==> src/rtl/cfg_serial_pkg.sv <==
package cfg_serial_pkg;

    localparam int WORD_W    = 22;
    localparam int SEL_W     = 2;
    localparam int DATA_W    = WORD_W - SEL_W;
    localparam int NUM_LATCH = 1 << SEL_W;

    typedef enum logic [SEL_W-1:0] {
        SEL_IF_REF = 2'd0,
        SEL_IF_DIV = 2'd1,
        SEL_RF_REF = 2'd2,
        SEL_RF_DIV = 2'd3
    } latch_sel_e;

    typedef logic [DATA_W-1:0] cfg_word_t;

    // Payload in the upper bits, destination code in the trailing bits.
    typedef struct packed {
        cfg_word_t  data;
        latch_sel_e sel;
    } frame_t;

    function automatic logic [NUM_LATCH-1:0] sel_decode(input latch_sel_e s);
        logic [NUM_LATCH-1:0] m;
        m = '0;
        m[s] = 1'b1;
        return m;
    endfunction

endpackage

==> src/rtl/pin_sync.sv <==
module pin_sync #(
    parameter int W      = 3,
    parameter int STAGES = 2
) (
    input  logic         clk,
    input  logic         rst,
    input  logic [W-1:0] pin_i,
    output logic [W-1:0] level_o
);
    logic [W-1:0] chain_q [STAGES];

    always_ff @(posedge clk) begin
        if (rst) chain_q[0] <= '0;
        else     chain_q[0] <= pin_i;
    end

    for (genvar g = 1; g < STAGES; g++) begin : g_stage
        always_ff @(posedge clk) begin
            if (rst) chain_q[g] <= '0;
            else     chain_q[g] <= chain_q[g-1];
        end
    end

    assign level_o = chain_q[STAGES-1];
endmodule

==> src/rtl/cfg_shift_reg.sv <==
module cfg_shift_reg
    import cfg_serial_pkg::*;
(
    input  logic   clk,
    input  logic   rst,
    input  logic   shift_en,
    input  logic   bit_in,
    output frame_t word_o
);
    frame_t sh_q;

    always_ff @(posedge clk) begin
        if (rst)           sh_q <= '0;
        else if (shift_en) sh_q <= frame_t'({sh_q[WORD_W-2:0], bit_in});
    end

    assign word_o = sh_q;


    hold_when_idle_chk: assert property (@(posedge clk) disable iff (rst)
        !shift_en |=> $stable(sh_q));
endmodule

==> src/rtl/cfg_latch_bank.sv <==
module cfg_latch_bank
    import cfg_serial_pkg::*;
(
    input  logic                 clk,
    input  logic                 rst,
    input  logic                 load_en,
    input  frame_t               word_i,
    output cfg_word_t            latch_o [NUM_LATCH],
    output logic [NUM_LATCH-1:0] strobe_o,
    output logic                 all_written_o
);
    logic [NUM_LATCH-1:0] hit;
    logic [NUM_LATCH-1:0] written_q;

    assign hit = load_en ? sel_decode(word_i.sel) : '0;

    for (genvar i = 0; i < NUM_LATCH; i++) begin : g_latch
        always_ff @(posedge clk) begin
            if (rst)         latch_o[i] <= '0;
            else if (hit[i]) latch_o[i] <= word_i.data;
        end


        untouched_stable_chk: assert property (@(posedge clk) disable iff (rst)
            !strobe_o[i] |-> $stable(latch_o[i]));
    end

    always_ff @(posedge clk) begin
        if (rst) begin
            strobe_o  <= '0;
            written_q <= '0;
        end else begin
            strobe_o  <= hit;
            written_q <= written_q | hit;
        end
    end

    assign all_written_o = &written_q;


    single_strobe_chk: assert property (@(posedge clk) disable iff (rst)
        $onehot0(strobe_o));


    valid_sticky_chk: assert property (@(posedge clk) disable iff (rst)
        all_written_o |=> all_written_o);


    valid_rise_on_load_chk: assert property (@(posedge clk) disable iff (rst)
        $rose(all_written_o) |-> (strobe_o != '0));
endmodule

==> src/rtl/cfg_serial_port.sv <==
module cfg_serial_port
    import cfg_serial_pkg::*;
#(
    parameter int SYNC_STAGES = 2
) (
    input  logic                 clk,
    input  logic                 rst,
    input  logic                 sclk_i,
    input  logic                 sdata_i,
    input  logic                 sle_i,
    output logic [DATA_W-1:0]    if_ref_o,
    output logic [DATA_W-1:0]    if_div_o,
    output logic [DATA_W-1:0]    rf_ref_o,
    output logic [DATA_W-1:0]    rf_div_o,
    output logic [NUM_LATCH-1:0] upd_stb_o,
    output logic                 cfg_valid_o
);
    localparam int PIN_W = 3;

    logic [PIN_W-1:0] pin_lvl;
    logic             sclk_prev_q, le_prev_q;
    logic             sclk_rise, le_rise;
    frame_t           frame;
    cfg_word_t        latches [NUM_LATCH];

    pin_sync #(.W(PIN_W), .STAGES(SYNC_STAGES)) sync_i (
        .clk     (clk),
        .rst     (rst),
        .pin_i   ({sle_i, sdata_i, sclk_i}),
        .level_o (pin_lvl)
    );

    always_ff @(posedge clk) begin
        if (rst) begin
            sclk_prev_q <= 1'b0;
            le_prev_q   <= 1'b0;
        end else begin
            sclk_prev_q <= pin_lvl[0];
            le_prev_q   <= pin_lvl[2];
        end
    end

    assign sclk_rise = pin_lvl[0] & ~sclk_prev_q;
    assign le_rise   = pin_lvl[2] & ~le_prev_q;

    cfg_shift_reg shreg_i (
        .clk      (clk),
        .rst      (rst),
        .shift_en (sclk_rise),
        .bit_in   (pin_lvl[1]),
        .word_o   (frame)
    );

    cfg_latch_bank bank_i (
        .clk           (clk),
        .rst           (rst),
        .load_en       (le_rise),
        .word_i        (frame),
        .latch_o       (latches),
        .strobe_o      (upd_stb_o),
        .all_written_o (cfg_valid_o)
    );

    assign if_ref_o = latches[SEL_IF_REF];
    assign if_div_o = latches[SEL_IF_DIV];
    assign rf_ref_o = latches[SEL_RF_REF];
    assign rf_div_o = latches[SEL_RF_DIV];


    le_single_edge_chk: assert property (@(posedge clk) disable iff (rst)
        le_rise |=> !le_rise);


    sclk_single_edge_chk: assert property (@(posedge clk) disable iff (rst)
        sclk_rise |=> !sclk_rise);
endmodule

==> config.mk <==
export PLATFORM = sky130hd
export DESIGN_NAME = cfg_serial_port
export DESIGN_NICKNAME = d
export VERILOG_FILES = /design/src/rtl/cfg_serial_pkg.sv /design/src/rtl/pin_sync.sv /design/src/rtl/cfg_shift_reg.sv /design/src/rtl/cfg_latch_bank.sv /design/src/rtl/cfg_serial_port.sv
export SDC_FILE = /design/constraint.sdc
export NUM_CORES = 1
export LEC_CHECK = 0
export ABC_AREA = 0
export BUFFER_PORTS_ARGS = -buffer_cell sky130_fd_sc_hd__buf_2
export CAP_MARGIN = 40
export CORE_UTILIZATION = 40
export DETAILED_ROUTE_END_ITERATION = 6
export GPL_TIMING_DRIVEN = 0
export PLACE_DENSITY_LB_ADDON = 0.2
export SKIP_LAST_GASP = 1
export SLEW_MARGIN = 20
export SYNTH_ARGS = -nofsm -noshare
export SYNTH_HDL_FRONTEND = slang
export SYNTH_SLANG_ARGS = --single-unit
==> constraint.sdc <==
create_clock -name clk -period 2.2 [get_ports clk]
set_input_delay 0.33 -clock clk [delete_from_list [all_inputs] [get_ports clk]]
set_output_delay 0.33 -clock clk [all_outputs]
set_load 0.005 [all_outputs]
== Word-level counts from Yosys, hierarchy flattened ==
Memory sizes are Yosys's and may differ from the RTL's.
Cells that the tools add are included.

* Flip-flop bits (word level): 112
* Memory bits (writable): 6
* Input bits: 5
* Output and inout bits: 85
* Memories kept: 1

* $lt $le $gt $ge: 2
* Mux-type cells: 8
* Bitwise logic cells: 7
* Reduce and logical (&&, ||, !) cells: 2

{| class="wikitable"
|+ Memory list
! memory !! depth !! bits a word !! read ports !! clocked after Yosys merged registers in !! wr ports !! line !! RTL
|-
| sync_i.chain_q || 2 || 3 || 2 || 0 || 2 || pin_sync.sv:10 || <nowiki>logic [W-1:0] chain_q [STAGES];</nowiki>
|}

{| class="wikitable"
|+ Operators by type and width
! cell !! number
|-
| 2-to-1 mux 3 bit || 2
|-
| 2-to-1 mux 1 bit || 4
|-
| 2-to-1 mux 4 bit || 1
|-
| OR 4 bit || 1
|-
| AND reduction 4 bit || 1
|-
| less-than comparator 2 x 3 -> 1 bit (second input constant) || 1
|-
| AND 1 bit || 2
|-
| demux 1 bit (select 2 bit) || 1
|-
| >= comparator 2 x 1 -> 1 bit (second input constant) || 1
|-
| NOT 1 bit || 2
|-
| OR 1 bit || 2
|-
| logical AND 1 bit || 1
|}

== Logic depth before layout (Yosys ltp) ==
Gate-level depths: netlist of run 1.

* Depth in word-level cells: 6
* Gate-level depth with buffers: 5

== Hierarchy ==
From an unflattened synthesis of run 1, not the netlist that was laid out.

* Cells, all modules: 401
* Area total of the unflattened synthesis: 4485.6 µm²

{| class="wikitable"
|+ Modules (own cells, without submodules)
! module !! times used !! cells an instance !! area each (µm²) !! seq. area each (µm²)
|-
| cfg_latch_bank || 1 || 312 || 3455.8 || 1761.7
|-
| cfg_shift_reg || 1 || 71 || 802.0 || 440.4
|-
| pin_sync || 1 || 12 || 157.7 || 120.1
|-
| cfg_serial_port || 1 || 6 || 70.1 || 40.0
|}

== Least setup slack after synthesis of run 1 ==
No wires, ideal clock.

* Kind: register to register
* Start point: reg shreg_i.sh_q (netlist bit shreg_i.word_o[1])
* End point: reg bank_i.latch_o[60] (netlist bit)
* Arrival time: 1.259 ns
* Path slack: 0.809 ns
* Stages on the path, launching flop included: 6
* Path buffers: 2
* Cells stage by stage: dfxtp_1 > buf_2 > or4b_1 > buf_2 > nand2_1 > a21oi_1

* Word-level cells in the longest chain between the ends: 5
* Elaborated cells between the ends (all ways): 6
* Those cells by class: 2 x order compare; 3 x mux; 1 x reduce/logical

{| class="wikitable"
|+ Ends and longest elaborated chain
! what !! line !! RTL
|-
| from (decl) || cfg_shift_reg.sv:10 || <nowiki>frame_t sh_q;</nowiki>
|-
| from (signal assigned) || cfg_shift_reg.sv:14 || <nowiki>else if (shift_en) sh_q <= frame_t'({sh_q[WORD_W-2:0], bit_in});</nowiki>
|-
| less-than comparator 2 x 3 -> 1 bit (not written as such) or >= comparator 2 x 1 -> 1 bit (tied branches) || cfg_serial_pkg.sv:26 || <nowiki>m[s] = 1'b1;</nowiki>
|-
| logical AND 1 bit (not written as such) || cfg_serial_pkg.sv:26 ||
|-
| 2-to-1 mux 1 bit (not written as such) || cfg_serial_pkg.sv:26 ||
|-
| demux 1 bit (select 2 bit) (*) || - ||
|-
| 2-to-1 mux 4 bit (*) || cfg_latch_bank.sv:15 || <nowiki>assign hit = load_en ? sel_decode(word_i.sel) : '0;</nowiki>
|-
| to (signal, indexed assignment) || cfg_latch_bank.sv:20 || <nowiki>else if (hit[i]) latch_o[i] <= word_i.data;</nowiki>
|-
| to (decl) || cfg_latch_bank.sv:8 || <nowiki>output cfg_word_t latch_o [NUM_LATCH],</nowiki>
|}

Mark *: on every way between the ends. The rest lies on a longest branch, timed or not.
A chain may end at the register's enable or synchronous reset.

== Worst setup path after layout of run 1 ==
* Start point: reg shreg_i.sh_q (netlist bit shreg_i.word_o[1])
* End point: reg bank_i.latch_o[78] (netlist bit)

Same word-level chain as after synthesis.

==> results of run 1 <==
[worst max-delay path: stages, from the launching register on]
cell	delay [ns]
dfxtp_1	0.29
buf_2	0.16
or4b_1	0.59
buf_2	0.23
nand2_1	0.10
a21oi_1	0.07
[path summary, 6_finish.rpt]
path                                                   endpoint  slack (ns)  cells past startpoint
worst min register to register   shreg_i.word_o[0]$_SDFFE_PP0P_        0.43                      2
worst max register to register  bank_i.latch_o[78]$_SDFFE_PP0P_        0.62                      5
worst max-delay path            bank_i.latch_o[78]$_SDFFE_PP0P_        0.62                      5
worst min-delay path            sync_i.chain_q[0][2]$_SDFF_PP0_        0.02                      2
[registers in the layout, summed over array words and instances, names as in the netlist]
signal            count
sclk_prev_q           1
sync_i.chain_q        6
bank_i.written_q      4
shreg_i.word_o       22
bank_i.latch_o       80
bank_i.strobe_o       4
le_prev_q             1
[final cells by class]
class                      instances  area (um2)  area share (%)
multi-input combinational        337        1480            28.7
tap                              133         166            3.21
clock inverter                    12         128            2.46
buffer                            35         141            2.73
timing repair buffer              88         440            8.51
sequential                       118        2360            45.6
clock buffer                      20         455            8.80
[stage by stage]
step | utilization (%) | total power, mW | instances
floorplan | - | 2.25 | 490
global placement | 47.2 | 2.28 | 711
detailed placement | 47.2 | 2.28 | 711
CTS | 53.2 | 4.91 | 743
global route | 53.2 | 5.01 | 743
finish | 53.2 | 4.89 | 743
[cells in the mapped netlist, drive strengths merged]
cell type,instances
nor2,12
nand2b,1
or4b,1
buf,11
nand4bb,2
and4b,1
nor4b,1
clkbuf,24
and4,1
nand4b,1
dfxtp,118
a21oi,102
and4bb,2
nor2b,9
nand2,204
[power groups by stage]
stage | clock [mW] | combinational, mW | sequential [mW]
3_5_place_dp | 0 | 0.0799 | 2.20
2_1_floorplan | 0 | 0.0536 | 2.19
4_1_cts | 2.68 | 0.0804 | 2.15
6_report | 2.66 | 0.0800 | 2.15
3_3_place_gp | 0 | 0.0798 | 2.20
5_1_grt | 2.77 | 0.0886 | 2.15
[metal layers]
layer	wire length (um)	vias up
met2	4640	101
li1	-	1798
met5	0	-
met4	112	0
met1	4850	1612
met3	572	10
[cell families (layout without fill, tap and decap cells)]
group	after synthesis	count (layout)	synth area share, %
and+or+nand+nor	235	235	24.4
AOI/OAI and AO/OA	102	102	12.8
buffers and inverters	35	155	3.55
DFF	118	118	59.2
==> results by group, run 1 <==
Status
  – Status: complete, no violations

Clock tree
  – Clock Root Buffer: clkbuf_8
  – Clock latency on the worst-skew pair: 0.52 ns
  – CTS sink count: 118
  – Cts bufs inserted: 17
  – CTS H-tree depth: 4
  – Max clock buf depth: 2
  – CTS resizes: 0
  – Clock transition at path regs: 0.06 ns
  – Post-CTS setup buffers: 0
  – Cts hold-fix bufs: 0
  – CTS tree: built

Place
  – Pre-CTS setup slack: 0.408 ns
  – Routability Congestion: 0.750
  – Placement Cell Area: 4590 um2
  – IO buf count: 88
  – Final HPWL from detailed placement: 6860 um

Timing
  – Setup Viol. Count Final: 0
  – WHS: 0.0165 ns
  – Skew final: 0.00609 ns
  – Count of final hold-check violations: 0
  – Pin slew with the least headroom to its limit: 0.561 ns
  – Period minus WS final: 1.58 ns
  – Slew HR: 62.6%
  – RSZ-0062 raised after global routing: false
  – TNS Setup: 0 ns
  – Crit path setup slack, layout: 0.625 ns
  – Final Max Tran Viols: 0
  – Max Fclk: 635 MHz
  – Tcrit/Tclk final: 71.6%

Synth
  – YS warnings: 0
  – Register area share after synthesis: 59.2%
  – Count of different cell masters after synthesis: 16
  – Mapped cell area: 3990 um2
  – Area contributors post-synth: dfxtp_1, nand2_1, a21oi_1
  – Post-Syn Nets: 495
  – Top-area cell type share of the netlist area: 59.2%
  – Mapped Cells: 490
  – Syn_area_per_cell: 8.14 um2
  – Area leader, netlist: dfxtp_1
  – Flops & latches, synth: 118

Detailed routing
  – First-pass DRT Iterations: 4
  – Initial DRC count: 144
  – DRC: 0
  – Via Count: 3521
  – DR WL/cell: 13.7 um
  – Number of routed nets with antenna violations: 0
  – Drt total wl: 10200 um
  – Vias per Instance: 4.74

Flow run
  – Total of max-cap violations: 0

Final layout
  – Fill cells: 943
  – Share of post-route cells with drive strength above 1: 21.5%
  – Most common cell after layout, fill and taps aside: nand2_1
  – Cell area after layout: 5180 um2
  – Most frequent cells in the layout: nand2_1, dfxtp_1, a21oi_1, buf_2, clkbuf_1
  – Nets: 602
  – Antenna cells: 0
  – Area added between synthesis and finish: 29.8%

Power
  – NetSw: 1.03 mW
  – Sw frac: 21.1%
  – Static Leak: 2.03 nW
  – Internal power: 3.85 mW
  – Logic pwr share: 1.6%
  – Cell Pwr Density: 944 nW/um2
  – Clk network pwr share: 54.4%
  – Share of power burned in registers: 44.0%
  – VDD IR max: 0.436 mV

GRT
  – Global-route usage over all layers: 20.2%
  – Vias in the first global route: 3111
  – GR met2 Demand/Resource: 31.8%
  – Met3 GRT Util: 6.70%
  – Initial antenna violation count: 0
  – Pin count of the biggest net entering global routing: 17
  – Met1 Use GR: 26.4%
  – First-pass GRT wire length: 15400 um
  – Remaining Overflow, GRT: 0
  – GRT busiest layer: met2

Floorplan
  – Row count: 36
  – Io pins: 90
  – Initial Utilization: 41.0%
  – Chip height: 102 um
  – Core area: 9730 um2
  – Die area: 10400 um2
  – Die Wd: 102 um

Setup path
  – Crit path max fanout: 10
  – Reg2reg start: shreg_i.word_o[1]$_SDFFE_PP0P_
  – WP data arrival: 1.96 ns
  – Setup crit start: shreg_i.word_o[1]$_SDFFE_PP0P_
  – Critical Path Start Type: flop
  – CP required: 2.58 ns
  – Crit end category: flop
  – Setup Crit Path Kind: flop to flop

Hold path
  – Hold path start: sle_i
  – Worst Hold Class: input pin to flop
(Power assumes the default switching activity.)
==> run 2: changes to the inputs <==
==> constraint.sdc (replaced) <==
create_clock -name clk -period 1.3 [get_ports clk]
set_input_delay 0.195 -clock clk [delete_from_list [all_inputs] [get_ports clk]]
set_output_delay 0.195 -clock clk [all_outputs]
set_load 0.005 [all_outputs]
==> results by group, run 2 (synthesis gave the netlist of run 1 again) <==
Status
  – Status: complete, but fails checks (was complete, no violations)
  – Failing checks: negative setup slack

Power
  – Clk network pwr share: 52.6% (was 54.4%)
  – Share of power burned in registers: 45.3% (was 44.0%)
  – Static Leak: 2.18 nW (was 2.03 nW)
  – Internal power: 6.33 mW (was 3.85 mW)
  – VDD IR max: 0.696 mV (was 0.436 mV)
  – Sw frac: 21.2% (was 21.1%)
  – Design Power: 8.03 mW (was 4.89 mW)
  – Logic pwr share: 2.1% (was 1.6%)
  – NetSw: 1.70 mW (was 1.03 mW)
  – Cell Pwr Density: 1460 nW/um2 (was 944 nW/um2)

GRT
  – Vias in the first global route: 3160 (was 3111)
  – Remaining Overflow, GRT: 0 (unchanged)
  – GR met2 Demand/Resource: 31.3% (was 31.8%)
  – Initial antenna violation count: 0 (unchanged)
  – Met1 Use GR: 28.8% (was 26.4%)
  – GRT busiest layer: met2 (unchanged)
  – Global-route usage over all layers: 20.6% (was 20.2%)
  – Met3 GRT Util: 6.09% (was 6.70%)
  – Pin count of the biggest net entering global routing: 17 (unchanged)
  – First-pass GRT wire length: 16000 um (was 15400 um)

Timing
  – Period minus WS final: 1.40 ns (was 1.58 ns)
  – Slew HR: 50.3% (was 62.6%)
  – Skew final: 0.00727 ns (was 0.00609 ns)
  – RSZ-0062 raised after global routing: true (was false)
  – Count of final hold-check violations: 0 (unchanged)
  – Pin slew with the least headroom to its limit: 0.745 ns (was 0.561 ns)
  – Crit path setup slack, layout: -0.101 ns (was 0.625 ns)
  – Tcrit/Tclk final: 108% (was 71.6%)
  – Final Max Tran Viols: 0 (unchanged)
  – Max Fclk: 714 MHz (was 635 MHz)
  – Setup Viol. Count Final: 21 (was 0)

Setup path
  – Crit end category: flop (unchanged)
  – Buf/Inv on CP: 1 (was 2)
  – Crit path max fanout: 5 (was 10)
  – CP required: 1.66 ns (was 2.58 ns)
  – Crit-path slowest cell: or4b_4 (was or4b_1)
  – Max incr delay on CP: 0.61 ns (was 0.59 ns)
  – Largest delay contributor family on the critical path: simple AND/OR/NAND/NOR gates (unchanged)
  – Critical Path Start Type: flop (unchanged)
  – Crit-path cells: or4b_4 -> buf_6 -> nand2_2 -> a21oi_2 (was buf_2 -> or4b_1 -> buf_2 -> nand2_1 -> a21oi_1)
  – WP data arrival: 1.77 ns (was 1.96 ns)
  – Setup Crit Path Kind: flop to flop (unchanged)

Place
  – Pre-CTS setup slack: -0.357 ns (was 0.408 ns)
  – Placement Cell Area: 4620 um2 (was 4590 um2)
  – Final HPWL from detailed placement: 6920 um (was 6860 um)
  – Routability Congestion: 0.794 (was 0.750)
  – IO buf count: 88 (unchanged)

Floorplan
  – Die area: 10400 um2 (unchanged)
  – Initial Utilization: 41.0% (unchanged)
  – Die Wd: 102 um (unchanged)
  – Core area: 9730 um2 (unchanged)
  – Io pins: 90 (unchanged)
  – Row count: 36 (unchanged)
  – Chip height: 102 um (unchanged)

Clock tree
  – Cts bufs inserted: 17 (unchanged)
  – Clock transition at path regs: 0.06 ns (about the same)
  – Clock Root Buffer: clkbuf_8 (unchanged)
  – CTS tree: built (unchanged)
  – CTS sink count: 118 (unchanged)
  – CTS H-tree depth: 4 (unchanged)
  – Clock latency on the worst-skew pair: 0.50 ns (was 0.52 ns)
  – Max clock buf depth: 2 (unchanged)

Detailed routing
  – DRC: 0 (unchanged)
  – DR WL/cell: 14.0 um (was 13.7 um)
  – Via Count: 3609 (was 3521)
  – Drt total wl: 10500 um (was 10200 um)
  – Vias per Instance: 4.81 (was 4.74)
  – Initial DRC count: 164 (was 144)
  – Number of routed nets with antenna violations: 0 (unchanged)
  – First-pass DRT Iterations: 4 (unchanged)

Final layout
  – Max FFs per register: 80 (unchanged)
  – Most frequent cells in the layout: nand2_1, dfxtp_1, buf_2, a21oi_1, a21oi_2 (was nand2_1, dfxtp_1, a21oi_1, buf_2, clkbuf_1)
  – Share of post-route cells with drive strength above 1: 33.4% (was 21.5%)
  – Antenna cells: 0 (unchanged)
  – Register name with the most flops: bank_i.latch_o (unchanged)
  – Nets: 610 (was 602)
  – Cell area after layout: 5520 um2 (was 5180 um2)
  – Most common cell after layout, fill and taps aside: nand2_1 (unchanged)
  – Area added between synthesis and finish: 38.4% (was 29.8%)

Hold path
  – Worst Hold Class: input pin to flop (unchanged)

Flow run
  – Total of max-cap violations: 0 (unchanged)
run 2: changes by cell type in the layout (fill, tap and decap cells not counted), sizes merged:
cell and change:
buf +11, clkbuf -4, clkinvlp -4, dlygate4sd3 +3, clkinv +2, bufinv -1
run 2: layout make-up:
cell class | count | area [um2]
Multi-Input combinational cell | 337 | 1680
Timing Repair Buffer | 98 | 554
Clock buffer | 22 | 463
Buffer | 33 | 201
Tap cell | 133 | 166
Clock inverter | 9 | 77.6
Sequential cell | 118 | 2380
Fill cell | 911 | 4210
run 2: tightest hold or removal path, delay by kind of cell:
| family | cells | cell delay (ns) |
|---|---|---|
| buf+inv | 2 | 0.48 |
| simple gates | 1 | 0.14 |
run 2: metal layers:
metal  wire length (um)  vias up
li1                   -     1817
met1               5150     1687
met2               4770      100
met3                540        5
met4                 53        0
met5                  0        -
run 2: per-stage QoR:
stage | utilization (%) | setup TNS, ns | hold slack (ns) | cells
finish | 56.7 | -1.66 | 0.353 | 750
global route | 56.7 | -2.54 | 0.394 | 750
CTS | 54.8 | -1.41 | 0.356 | 747
floorplan | - | -0.589 | 0.323 | 490
global placement | 47.5 | -10.20 | 0.407 | 711
detailed placement | 47.5 | -11.56 | 0.414 | 711
run 2: what timing repair did:
action                                 4_1_cts  5_1_grt
setup buffers                                2        1
setup endpoints to repair                   86       86
pin swaps                                    2        8
endpoints found under the hold margin        3        0
gates resized for setup                     54       61
gates cloned                                 2        2
hold buffers                                 3        0
run 2: power by group through the flow:
| stage | registers [mW] | logic, mW | clock network [mW] |
|---|---|---|---|
| after floorplan | 3.71 | 0.0962 | 0 |
| after global placement | 3.72 | 0.139 | 0 |
| after detailed placement | 3.72 | 0.141 | 0 |
| after CTS | 3.64 | 0.164 | 4.27 |
| after global routing | 3.64 | 0.187 | 4.46 |
| final | 3.64 | 0.172 | 4.22 |
run 2: final timing paths:
| kind | startpoint | to | slack [ns] | depth (start not counted) |
|---|---|---|---|---|
| worst max-delay path | shreg_i.word_o[0]$_SDFFE_PP0P_ | bank_i.latch_o[74]$_SDFFE_PP0P_ | -0.10 | 4 |
| worst min-delay path | rst | sync_i.chain_q[0][1]$_SDFF_PP0_ | 0.35 | 3 |
| worst min register to register | sync_i.chain_q[1][1]$_SDFF_PP0_ | shreg_i.word_o[0]$_SDFFE_PP0P_ | 0.43 | 2 |
| worst max register to register | shreg_i.word_o[0]$_SDFFE_PP0P_ | bank_i.latch_o[74]$_SDFFE_PP0P_ | -0.10 | 4 |
==> run 3: changes to the inputs <==
==> constraint.sdc (replaced) <==
create_clock -name clk -period 1.36 [get_ports clk]
set_input_delay 0.204 -clock clk [delete_from_list [all_inputs] [get_ports clk]]
set_output_delay 0.204 -clock clk [all_outputs]
set_load 0.005 [all_outputs]
==> results by group, run 3 (synthesis gave the netlist of run 1 again) <==
Hold path
  – Worst hold stages: 3 (unchanged)
  – Hold path start: rst (unchanged)
  – Hold Path End: sync_i.chain_q[0][1]$_SDFF_PP0_ (unchanged)
  – Worst Hold Class: input pin to flop (unchanged)

Timing
  – Skew final: 0.00894 ns (was 0.00727 ns)
  – Pin slew with the least headroom to its limit: 0.727 ns (was 0.745 ns)
  – Crit path setup slack, layout: -0.0906 ns (was -0.101 ns)
  – Period minus WS final: 1.45 ns (was 1.40 ns)
  – Setup Viol. Count Final: 20 (was 21)
  – RSZ-0062 raised after global routing: true (unchanged)
  – Final Max Tran Viols: 0 (unchanged)
  – TNS Setup: -0.773 ns (was -1.66 ns)
  – Slew HR: 51.5% (was 50.3%)
  – Tcrit/Tclk final: 107% (was 108%)
  – Count of final hold-check violations: 0 (unchanged)
  – Max Fclk: 689 MHz (was 714 MHz)

Detailed routing
  – Via Count: 3599 (was 3609)
  – Initial DRC count: 175 (was 164)
  – First-pass DRT Iterations: 7 (was 4)
  – DR WL/cell: 14.0 um (about the same)
  – Number of routed nets with antenna violations: 0 (unchanged)
  – Vias per Instance: 4.82 (was 4.81)
  – DRC: 1 (was 0)
  – Drt total wl: 10500 um (about the same)

Setup path
  – FF-to-FF End: bank_i.latch_o[76]$_SDFFE_PP0P_ (was bank_i.latch_o[74]$_SDFFE_PP0P_)
  – CP required: 1.72 ns (was 1.66 ns)
  – Flop2flop setup slack: -0.09 ns (was -0.10 ns)
  – Setup Crit Path Kind: flop to flop (unchanged)
  – Reg2reg start: shreg_i.word_o[0]$_SDFFE_PP0P_ (unchanged)
  – Crit path max fanout: 8 (was 5)
  – Worst Reg2Reg Path Length in Cells: 4 (unchanged)
  – Crit end category: flop (unchanged)
  – WP data arrival: 1.81 ns (was 1.77 ns)
  – Critical Path Start Type: flop (unchanged)

Clock tree
  – CTS H-tree depth: 4 (unchanged)
  – Max clock buf depth: 2 (unchanged)
  – CTS tree: built (unchanged)
  – Clock transition at path regs: 0.06 ns (about the same)
  – Clock Root Buffer: clkbuf_8 (unchanged)
  – Clock latency on the worst-skew pair: 0.51 ns (was 0.50 ns)
  – CTS sink count: 118 (unchanged)
  – Cts bufs inserted: 17 (unchanged)

Final layout
  – Most common cell after layout, fill and taps aside: nand2_1 (unchanged)
  – Antenna cells: 0 (unchanged)
  – Fill cells: 919 (was 911)
  – Multi-input gate area: 1570 um2 (was 1680 um2)
  – Share of post-route cells with drive strength above 1: 27.7% (was 33.4%)
  – Fin util: 55.0% (was 56.7%)
  – Max FFs per register: 80 (unchanged)
  – Register name with the most flops: bank_i.latch_o (unchanged)
  – Area added between synthesis and finish: 34.2% (was 38.4%)
  – Nets: 608 (was 610)
  – Most frequent cells in the layout: nand2_1, dfxtp_1, a21oi_1, buf_2, clkbuf_16 (was nand2_1, dfxtp_1, buf_2, a21oi_1, a21oi_2)
  – Sequential standard cell area: 2370 um2 (was 2380 um2)

Power
  – Cell Pwr Density: 1450 nW/um2 (was 1460 nW/um2)
  – VDD IR max: 0.822 mV (was 0.696 mV)
  – Design Power: 7.78 mW (was 8.03 mW)
  – Static Leak: 2.12 nW (was 2.18 nW)

Floorplan
  – Io pins: 90 (unchanged)
  – Die area: 10400 um2 (unchanged)
  – Core area: 9730 um2 (unchanged)
  – Row count: 36 (unchanged)
  – Initial Utilization: 41.0% (unchanged)
  – Chip height: 102 um (unchanged)
  – Die Wd: 102 um (unchanged)

Place
  – Final HPWL from detailed placement: 6960 um (was 6920 um)
  – Routability Congestion: 0.741 (was 0.794)
  – Pre-CTS setup slack: -0.352 ns (was -0.357 ns)
  – IO buf count: 88 (unchanged)

GRT
  – Initial antenna violation count: 0 (unchanged)
  – Remaining Overflow, GRT: 0 (unchanged)
  – Vias in the first global route: 3197 (was 3160)
  – Global-route usage over all layers: 20.3% (was 20.6%)
  – First-pass GRT wire length: 15800 um (was 16000 um)
  – Pin count of the biggest net entering global routing: 17 (unchanged)

Status
  – Status: complete, but fails checks (unchanged)
  – Failing checks: design-rule violations, negative setup slack (was negative setup slack)

Flow run
  – Total of max-cap violations: 0 (unchanged)
[run 3: cell count changes in the layout (fill, tap and decap cells not counted), moves of 2 or more]
| cell | before | now |
|---|---|---|
| a21oi_1 | 75 | 94 |
| a21oi_2 | 27 | 8 |
| nand2_1 | 181 | 193 |
| nand2_2 | 17 | 7 |
| buf_6 | 13 | 4 |
| buf_4 | 1 | 5 |
| clkbuf_2 | 6 | 9 |
| buf_2 | 93 | 91 |
| clkinv_2 | 5 | 3 |
| dfxtp_2 | 5 | 7 |
| nand2_4 | 6 | 4 |
[run 3: what timing repair did]
item                                    in CTS  in global routing
hold buffers                                 3                  0
cloned                                       2                  0
endpoints found under the setup margin      80                 68
gates resized for setup                     20                 41
endpoints found under the hold margin        3                  0
buffers inserted                             1                  2
pin swaps                                    1                 17
[run 3: final cells by class]
type                       count  area share [%]
timing repair buffer          96            9.64
multi-input combinational    337            29.4
clock inverter                 9            1.96
sequential                   118            44.4
buffer                        33            3.16
tap                          133            3.11
clock buffer                  20            8.33
[run 3: metrics by stage]
| stage | instance area [um2] | hold slack (ns) | std cells |
|---|---|---|---|
| 2_1_floorplan | 4000 | 0.332 | 490 |
| 3_3_place_gp | 4600 | 0.419 | 711 |
| 3_5_place_dp | 4600 | 0.422 | 711 |
| 4_1_cts | 5230 | 0.421 | 744 |
| 5_1_grt | 5350 | 0.438 | 746 |
| 6_report | 5350 | 0.401 | 746 |
[run 3: worst max-delay path by stage]
stage / start / to / slack [ns] / cells past startpoint
floorplan: shreg_i.word_o[1]$_SDFFE_PP0P_ / bank_i.latch_o[60]$_SDFFE_PP0P_ / -0.02 / 5
global placement: rst / bank_i.latch_o[10]$_SDFFE_PP0P_ / -0.31 / 4
detailed placement: rst / bank_i.latch_o[7]$_SDFFE_PP0P_ / -0.35 / 4
CTS: le_prev_q$_SDFF_PP0_ / bank_i.latch_o[34]$_SDFFE_PP0P_ / -0.07 / 4
global route: shreg_i.word_o[0]$_SDFFE_PP0P_ / bank_i.latch_o[76]$_SDFFE_PP0P_ / -0.13 / 4
finish: shreg_i.word_o[0]$_SDFFE_PP0P_ / bank_i.latch_o[76]$_SDFFE_PP0P_ / -0.09 / 4
[run 3: worst max-delay path, cell delays in order (launching register included)]
cell     delay, ns
dfxtp_4       0.37
or4b_4        0.61
buf_6         0.18
nand2_1       0.08
a21oi_1       0.07
[run 3: routing by layer]
layer,track usage (%),part of all wire [%],vias to the layer above
met3,6.02,7.2,4
met2,32.4,47,113
met4,5.38,0.44,0
met1,26.9,46,1677
met5,0,0,-
li1,-,-,1805
[run 3: power by group]
part / internal, mW / leakage, nW / switching, mW
Combinational: 0.0471 / 0.900 / 0.112
Sequential: 3.47 / 0.956 / 0.00850
Clock: 2.65 / 0.261 / 1.49
Total: 6.17 / 2.12 / 1.61
